==> src/rtl/xfer_credit_regs.sv <==
module xfer_credit_regs #(
  parameter int ADDR_W      = 17,
  parameter int CREDIT_W    = 12,
  parameter int TOTAL_W     = 20,
  parameter int LEN_W       = 13,
  parameter int MAX_LEN     = 4092,
  parameter int DEPTH       = 8,
  parameter int CREDIT_ADDR = 'h044,
  parameter int TOTAL_ADDR  = 'h060,
  parameter int CREDIT_LSB  = 16
) (
  input  logic              clk,
  input  logic              rst_n,
  input  logic              pkt_mode,
  input  logic              buf_load,
  input  logic              enq_valid,
  input  logic [LEN_W-1:0]  enq_len,
  output logic              enq_busy,
  output logic              enq_err,
  input  logic              rd_valid,
  input  logic [LEN_W-1:0]  rd_bytes,
  input  logic [ADDR_W-1:0] host_addr,
  output logic [31:0]       host_rdata
);
  localparam int PTR_W = (DEPTH > 1) ? $clog2(DEPTH) : 1;
  localparam int CNT_W = $clog2(DEPTH + 1);

  logic [CREDIT_W-1:0] credit;
  logic [TOTAL_W-1:0]  sent_total, consumed;
  logic [LEN_W-1:0]    q [DEPTH];
  logic [PTR_W-1:0]    wr_ptr, rd_ptr;
  logic [CNT_W-1:0]    q_cnt;

  wire len_ok  = enq_len <= LEN_W'(MAX_LEN);
  wire accept  = enq_valid && len_ok;
  wire q_full  = q_cnt == CNT_W'(DEPTH);
  wire direct  = accept && !pkt_mode;
  wire push    = accept && pkt_mode && !q_full;
  wire drained = sent_total == consumed;
  wire pop     = (q_cnt != '0) && drained;

  wire [TOTAL_W-1:0] add_direct = direct ? TOTAL_W'(enq_len) : '0;
  wire [TOTAL_W-1:0] add_pop    = pop ? TOTAL_W'(q[rd_ptr]) : '0;

  assign enq_busy = pkt_mode && q_full;

  always_ff @(posedge clk) begin
    if (!rst_n) begin
      credit     <= '0;
      sent_total <= '0;
      consumed   <= '0;
      wr_ptr     <= '0;
      rd_ptr     <= '0;
      q_cnt      <= '0;
      enq_err    <= 1'b0;
    end else begin
      if (buf_load) credit <= credit + 1'b1;
      if (rd_valid) consumed <= consumed + TOTAL_W'(rd_bytes);
      sent_total <= sent_total + add_direct + add_pop;
      if (push) wr_ptr <= (wr_ptr == PTR_W'(DEPTH - 1)) ? '0 : wr_ptr + 1'b1;
      if (pop)  rd_ptr <= (rd_ptr == PTR_W'(DEPTH - 1)) ? '0 : rd_ptr + 1'b1;
      q_cnt   <= q_cnt + CNT_W'(push) - CNT_W'(pop);
      enq_err <= enq_valid && !len_ok;
    end
  end

  always_ff @(posedge clk)
    if (push) q[wr_ptr] <= enq_len;

  always_comb begin
    host_rdata = '0;
    if (host_addr == ADDR_W'(CREDIT_ADDR))
      host_rdata = 32'(credit) << CREDIT_LSB;
    else if (host_addr == ADDR_W'(TOTAL_ADDR))
      host_rdata = 32'(sent_total);
  end

  AST_CREDIT_STEP: assert property (@(posedge clk) disable iff (!rst_n)
    buf_load |=> credit == $past(credit) + 1'b1);
  AST_CREDIT_KEEP: assert property (@(posedge clk) disable iff (!rst_n)
    !buf_load |=> credit == $past(credit));
  AST_STREAM_SUM: assert property (@(posedge clk) disable iff (!rst_n)
    (direct && !pop) |=> sent_total == $past(sent_total) + TOTAL_W'($past(enq_len)));
  AST_PKT_HOLD: assert property (@(posedge clk) disable iff (!rst_n)
    (!drained && !(enq_valid && !pkt_mode)) |=> $stable(sent_total));
  AST_OVERSIZE_FLAG: assert property (@(posedge clk) disable iff (!rst_n)
    (enq_valid && enq_len > LEN_W'(MAX_LEN)) |=> enq_err);
  AST_QUEUE_BOUND: assert property (@(posedge clk) disable iff (!rst_n)
    q_cnt <= CNT_W'(DEPTH));
  AST_FULL_DROP: assert property (@(posedge clk) disable iff (!rst_n)
    (enq_busy && !pop) |=> q_cnt == $past(q_cnt));
  AST_UNMAPPED_ZERO: assert property (@(posedge clk) disable iff (!rst_n)
    (host_addr != ADDR_W'(CREDIT_ADDR) && host_addr != ADDR_W'(TOTAL_ADDR)) |-> host_rdata == '0);
endmodule

==> config.mk <==
export PLATFORM = sky130hd
export DESIGN_NAME = xfer_credit_regs
export DESIGN_NICKNAME = d
export VERILOG_FILES = /design/src/rtl/xfer_credit_regs.sv
export SDC_FILE = /design/constraint.sdc
export NUM_CORES = 1
export LEC_CHECK = 0
export ABC_AREA = 1
export ABC_CLOCK_PERIOD_IN_PS = 3000
export CAP_MARGIN = 20
export CORE_UTILIZATION = 58
export CTS_CLUSTER_DIAMETER = 150
export CTS_CLUSTER_SIZE = 24
export DETAILED_ROUTE_END_ITERATION = 16
export DONT_BUFFER_PORTS = 1
export GPL_TIMING_DRIVEN = 0
export PLACE_DENSITY = 0.87
export SYNTH_ARGS = -nofsm -noshare
export SYNTH_HDL_FRONTEND = slang
export SYNTH_SLANG_ARGS = --single-unit
==> constraint.sdc <==
create_clock -name clk -period 3 [get_ports clk]
set_input_delay 0.6 -clock clk [delete_from_list [all_inputs] [get_ports clk]]
set_output_delay 0.6 -clock clk [all_outputs]
set_load 0.02 [all_outputs]
# Word-level counts from Yosys, hierarchy flattened

Memory sizes are Yosys's and may differ from the RTL's. A register that Yosys moved wholly into a read port is not among the register bits.
Index checks and enable logic that the tools add are counted.

Add/subtract/negate cells: 8
Multiply operators: 0
Divide/modulo/power cells: 0
Order comparisons: 1
Eq/ne operators: 6
Shift-type cells: 0
Mux-type cells: 10
Bitwise gates (word level): 0
Reduce and logical (&&, ||, !) cells: 11

Operator list:

| operator                                                                 | count |
|---|---|
| 20-bit by 13-bit adder with 20-bit output                                | 3 |
| 17-bit by 7-bit == test with 1-bit output (second input constant)        | 2 |
| 28-bit 2-to-1 mux                                                        | 1 |
| 13-bit 2-to-1 mux                                                        | 2 |
| 20-bit == test                                                           | 1 |
| 20-bit 2-to-1 mux                                                        | 1 |
| 13-bit by 12-bit <= comparator with 1-bit output (second input constant) | 1 |
| 12-bit by 1-bit adder with 12-bit output (second input constant)         | 1 |
| 3-bit 2-to-1 mux                                                         | 4 |
| 1-bit logical AND                                                        | 7 |
| 3-bit by 1-bit adder with 3-bit output (second input constant)           | 2 |
| 3-bit == test (second input constant)                                    | 2 |
| 4-bit by 1-bit adder with 4-bit output                                   | 1 |
| 4-bit == test (second input constant)                                    | 1 |
| 4-bit nonzero test                                                       | 1 |
| 4-bit by 1-bit subtractor with 4-bit output                              | 1 |
| 1-bit zero test                                                          | 3 |
| 1-bit 2-to-1 mux                                                         | 2 |

Flip-flop bits (word level): 63
Bits in latches: 0
Bits in writable memories: 104
Bits in read-only memories: 0
Input bits: 49
Output and inout bits: 34
Word-level logic and storage cells: 44
Memories kept: 1

Memory list:

| memory | words | bits a word | rd ports | clocked after Yosys merged registers in | write ports | line | source |
|---|---|---|---|---|---|---|---|
| q      | 8     | 13          | 1        | 1                                       | 1           | 30   | `logic [LEN_W-1:0] q [DEPTH];` |

# Longest topological paths before layout

Depth in word-level cells: 6
Depth in mapped cells: 23
Mapped depth without buffers: 22

# Worst setup path after synthesis

Ideal clock, no wire load.

Kind: input -> register
From: input enq_len[0]
To: register sent_total[19]
Setup time: 0.115 ns
Arrival: 2.986 ns
Required time: 2.885 ns
Path slack: -0.101 ns
Cell stages on the path: 18
Path buffers: 0
Cell sequence: nor2_1 > nor2_1 > nand3_1 > nand2_1 > nor2_2 > nand2_1 > nor2_1 > fa_1 > ha_1 > fa_1 > nand3_1 > nand2_1 > nand2_1 > nand2_1 > nand2_1 > nand2_1 > a21oi_1 > nor2_1

Cells in the longest elaborated chain, start to end: 6

Ends and longest elaborated chain:

| item                                                       | line | source |
|---|---|---|
| start, declared                                            | 17   | `input logic [LEN_W-1:0] enq_len,` |
| 13-bit by 12-bit <= comparator with 1-bit output           | 34   | `wire len_ok = enq_len <= LEN_W'(MAX_LEN);` |
| 1-bit logical AND                                          | 35   | `wire accept = enq_valid && len_ok;` |
| 1-bit logical AND                                          | 37   | `wire direct = accept && !pkt_mode;` |
| 13-bit 2-to-1 mux (*)                                      | 42   | `wire [TOTAL_W-1:0] add_direct = direct ? TOTAL_W'(enq_len) : '0;` |
| 20-bit by 13-bit adder with 20-bit output (*) (2 in a row) | 59   | `sent_total <= sent_total + add_direct + add_pop;` |
| end signal, assigned                                       | 59   |  |
| end, declared                                              | 29   | `logic [TOTAL_W-1:0] sent_total, consumed;` |

Every way passes the cells marked *; elsewhere a longest branch is shown, timed or not.
A chain may end at the register's enable or synchronous reset.

# Final worst setup path

From: register q_cnt[3]
To: register sent_total[16]

Cells in the longest elaborated chain, start to end: 4

Ends and longest elaborated chain:

| item                                      | line | source |
|---|---|---|
| start, declared                           | 32   | `logic [CNT_W-1:0] q_cnt;` |
| start signal, assigned                    | 62   | `q_cnt <= q_cnt + CNT_W'(push) - CNT_W'(pop);` |
| 4-bit nonzero test                        | 40   | `wire pop = (q_cnt != '0) && drained;` |
| 1-bit logical AND                         | 40   |  |
| 13-bit 2-to-1 mux                         | 43   | `wire [TOTAL_W-1:0] add_pop = pop ? TOTAL_W'(q[rd_ptr]) : '0;` |
| 20-bit by 13-bit adder with 20-bit output | 59   |  |

No other way between the ends.

==> metrics.cfg <==
[placed_design]
hpwl_um = 16700
dp.cells = 1403
place.gp.congestion = 0.885
io_buffers = 0

[sta]
fin_ws_ps = -394
fin_setup_tns_ps = -4460
period_share_pct = 113
hold_viol_final = 0
relSlewSlack_pct = 44.2
tightestPinTransition_ps = 830
setup_violations = 16
finClkSkew_ps = 11.4
rsz0062_at_grt = yes
slew_viol_final = 0
clock.fmax_ghz = 0.295
min_period_ps = 3390

[finish]
nFillCells = 1053
drive_gt1_share_pct = 18.0
seq_area_um2 = 4460
n_antenna_cell = 0
stdcell_count = 1457
syn2layout_area_growth_pct = 18.4
final_core_util_pct = 70.5
nets = 1330
multi_input_area_um2 = 4750

[critical_path]
crit_path_end = sent_total[16]$_SDFF_PN0_
crit_top_cell = nand2_2
crit_chain = inv_2 -> ha_4 -> nor3b_4 -> nor2_1 -> nand2_1 -> nor2_4 -> nand3_4 -> buf_12 -> buf_12 -> nor3_4 -> fa_1 -> ha_4 -> nand2_2 -> inv_2 -> nand4_1 -> nand2_2 -> nand2_2 -> nand3_2 -> nand2_1 -> nor2_1
r2r_cells = 20
crit_path_end_kind = flip-flop
worst_setup_path_start_kind = flip-flop
crit_slowest_cell = fa_1
critPathBufInv = 4
critical_path.top_delay_family = simple AND/OR/NAND/NOR gates
timing.rr.start = q_cnt[3]$_SDFF_PN0_
cpPeakStageDelay_ps = 490
critPathKind = reg -> reg
reg2reg_slack_ps = -390
cp-startpoint = q_cnt[3]$_SDFF_PN0_
cp.required_ps = 3390
crit_fanout = 5
crit_arrival_ps = 3780
r2r_end = sent_total[16]$_SDFF_PN0_
worst-path-stages = 20

[power_and_ir_drop]
powerDensity_nw_per_um2 = 495
peakVddDrop_uv = 416
power.switching_mw = 1.50
pwr-share-clk_pct = 40.5
swShare_pct = 27.0
p_comb_share_pct = 13.0
total_leakage_power_nw = 4.93
power_mw = 5.56
p_int_mw = 4.06
pwr-share-seq_pct = 46.5

[hold_path]
worstHoldPathType = in -> reg
hold_start = enq_len[7]

[global_route]
grt_max_degree = 17
grt_pass1_wl_um = 39200
grt_usage_pct = 31.3
antenna_found_initial = 0
grt_overflow = 0
first_global_vias = 7858

[cts]
clock-sinks = 170
root_buffer = clkbuf_16
cts_buffers = 17
clockBufferDepth = 2
ctsHtreeMaxLevel = 4
path_clk_slew_ps = 70
clock_latency_ps = 450
cts_tree = done

[yosys]
synth_warnings = 0
synth_seq_cells = 170
ys_seq_area_share_pct = 46.8
synth.avg_cell_area_um2 = 8.07
syn_inst = 1175
netlist_area_um2 = 9490
synthDistinctLibCells = 44

[detailed_routing]
drc_errors = 0
drtIter0Drc = 1189
routed_wl_um = 27300
via_per_inst = 5.93
first_pass_iters = 9
ant_nets = 0
wire_per_inst_um = 18.7
vias = 8644

[die]
core_um2 = 15900
dieArea_um2 = 16900
ioPinCount = 83
initial_core_util_pct = 59.5
die_w_um = 130
die_h_um = 130
core.rowCount = 46

[run_status]
status = finished, violations left
violations = setup timing

[job]
maxCapViolCount = 0

-- flip-flops by register name, indices dropped and copies added, names as in the netlist, named ones only --
signal and flops:
enq_err 1, wr_ptr 3, rd_ptr 3, q 104, consumed 20, sent_total 20
q_cnt 4, credit 12
-- per-layer routing --
| metal | vias up | wire (um) | GRT usage, % |
|---|---|---|---|
| met2 | 628 | 13300 | 52.2 |
| met4 | 0 | 1410 | 17.6 |
| met5 | - | 0 | 0 |
| met1 | 3946 | 9790 | 38.2 |
| met3 | 149 | 2790 | 6.11 |
| li1 | 3921 | - | - |
-- power by group through the flow --
| stage | Combinational [mW] | Clock [mW] | Sequential [mW] |
|---|---|---|---|
| 6_report | 0.725 | 2.25 | 2.58 |
| 5_1_grt | 0.794 | 2.31 | 2.59 |
| 4_1_cts | 0.651 | 2.22 | 2.58 |
| 3_5_place_dp | 0.592 | 0 | 2.63 |
| 3_3_place_gp | 0.566 | 0 | 2.63 |
| 2_1_floorplan | 0.466 | 0 | 2.61 |
-- timing repair --
item	in CTS	in global routing
hold endpoints to repair	0	0
endpoints found under the setup margin	16	18
hold buffers	0	0
setup buffers	19	5
resized for setup	66	86
pin swaps	28	33
-- cells by family (layout without fill, tap and decap cells) --
group,count (synthesis),count (layout),share of synthesized area [%]
simple gates,580,580,25.7
compound gates,157,157,9.40
other cells,1,5,0.0395
flops,170,170,46.8
xor+xnor,8,8,0.739
buf+inv,206,268,8.98
fa+ha+maj,53,53,8.26
-- synth_stat cells --
cell type / number / area share, %
o21ai_1: 1 / 0.053
o211ai_1: 1 / 0.079
nor4_2: 1 / 0.13
xor2_1: 5 / 0.46
a22oi_1: 14 / 1.1
and2_1: 5 / 0.33
ha_1: 37 / 4.9
nand3_1: 53 / 2.8
or2_1: 1 / 0.066
nor2_2: 6 / 0.40
o21a_1: 3 / 0.24
or2_2: 2 / 0.13
fa_1: 16 / 3.4
buf_1: 1 / 0.040
o22ai_1: 2 / 0.13
nor2_4: 2 / 0.24
nor3_2: 7 / 0.74
nor2_1: 129 / 5.1
nand2_2: 3 / 0.20
a21oi_2: 1 / 0.092
xnor2_1: 3 / 0.28
dfxtp_1: 66 / 14
nor3_1: 20 / 1.1
nand3_4: 1 / 0.18
nand4_1: 6 / 0.40
nor3b_1: 2 / 0.16
clkbuf_1: 8 / 0.32
edfxtp_1: 104 / 33
o21ai_0: 23 / 1.2
inv_2: 8 / 0.32
inv_4: 1 / 0.066
buf_2: 16 / 0.84
buf_4: 9 / 0.71
nor4_1: 6 / 0.40
a21oi_1: 100 / 5.3
buf_6: 3 / 0.36
o21bai_1: 2 / 0.16
conb_1: 1 / 0.040
nand2_1: 334 / 13
inv_1: 158 / 6.3
clkinv_1: 2 / 0.079
nor3b_2: 1 / 0.13
and3_1: 1 / 0.066
a32o_1: 10 / 1.1
-- cell usage in the layout (no fill, tap or decap), types with 6 or more instances in the layout --
cell / instances
inv_1: 150
a22oi_1: 13
nand2_1: 301
nand2_4: 15
nor3_1: 13
buf_2: 8
nor3_4: 7
dfxtp_2: 9
fa_1: 14
ha_1: 25
o21ai_0: 20
nor2_2: 7
clkbuf_1: 10
ha_4: 9
nand3_1: 47
nand2_2: 21
nand4_1: 6
nor3_2: 7
a32o_1: 10
inv_2: 13
a21oi_2: 10
edfxtp_1: 104
nor2_1: 125
buf_6: 14
clkbuf_16: 17
dfxtp_1: 57
buf_4: 32
a21oi_1: 88
-- per-stage QoR --
step	worst slack [ps]	cell area, um2	hold WS [ps]
2_1_floorplan	2.02	9510	455
3_3_place_gp	-848	9780	465
3_5_place_dp	-533	9900	474
4_1_cts	-310	10900	240
5_1_grt	-502	11200	239
6_report	-394	11200	243
-- area by class of cell --
| cell class | instances | share of cell area [%] |
|---|---|---|
| inverter | 169 | 5.74 |
| timing repair buffer | 30 | 2.42 |
| buffer | 37 | 2.27 |
| sequential | 170 | 39.7 |
| clock inverter | 12 | 1.25 |
| tap | 216 | 2.41 |
| clock buffer | 20 | 3.98 |
| multi-input combinational | 803 | 42.3 |
-- worst min-delay path by stage --
| stage | cells after the start | end |
|---|---|---|
| final | 0 | q[3][7]$_DFFE_PP_ |
| after global routing | 0 | q[0][4]$_DFFE_PP_ |
| after CTS | 0 | q[1][2]$_DFFE_PP_ |
| after detailed placement | 2 | credit[6]$_SDFFE_PN0P_ |
| after global placement | 2 | credit[6]$_SDFFE_PN0P_ |
| after floorplan | 2 | credit[6]$_SDFFE_PN0P_ |
-- worst register-to-register path: stages, from the launching register on --
cell and delay, ps:
dfxtp_2 340, inv_2 40, ha_4 150, nor3b_4 150
nor2_1 100, nand2_1 110, nor2_4 120, nand3_4 140
buf_12 180, buf_12 140, nor3_4 150, fa_1 490
ha_4 330, nand2_2 70, inv_2 110, nand4_1 140
nand2_2 160, nand2_2 120, nand3_2 100, nand2_1 60
nor2_1 130
No activity file was read; power rests on OpenSTA's default activity.
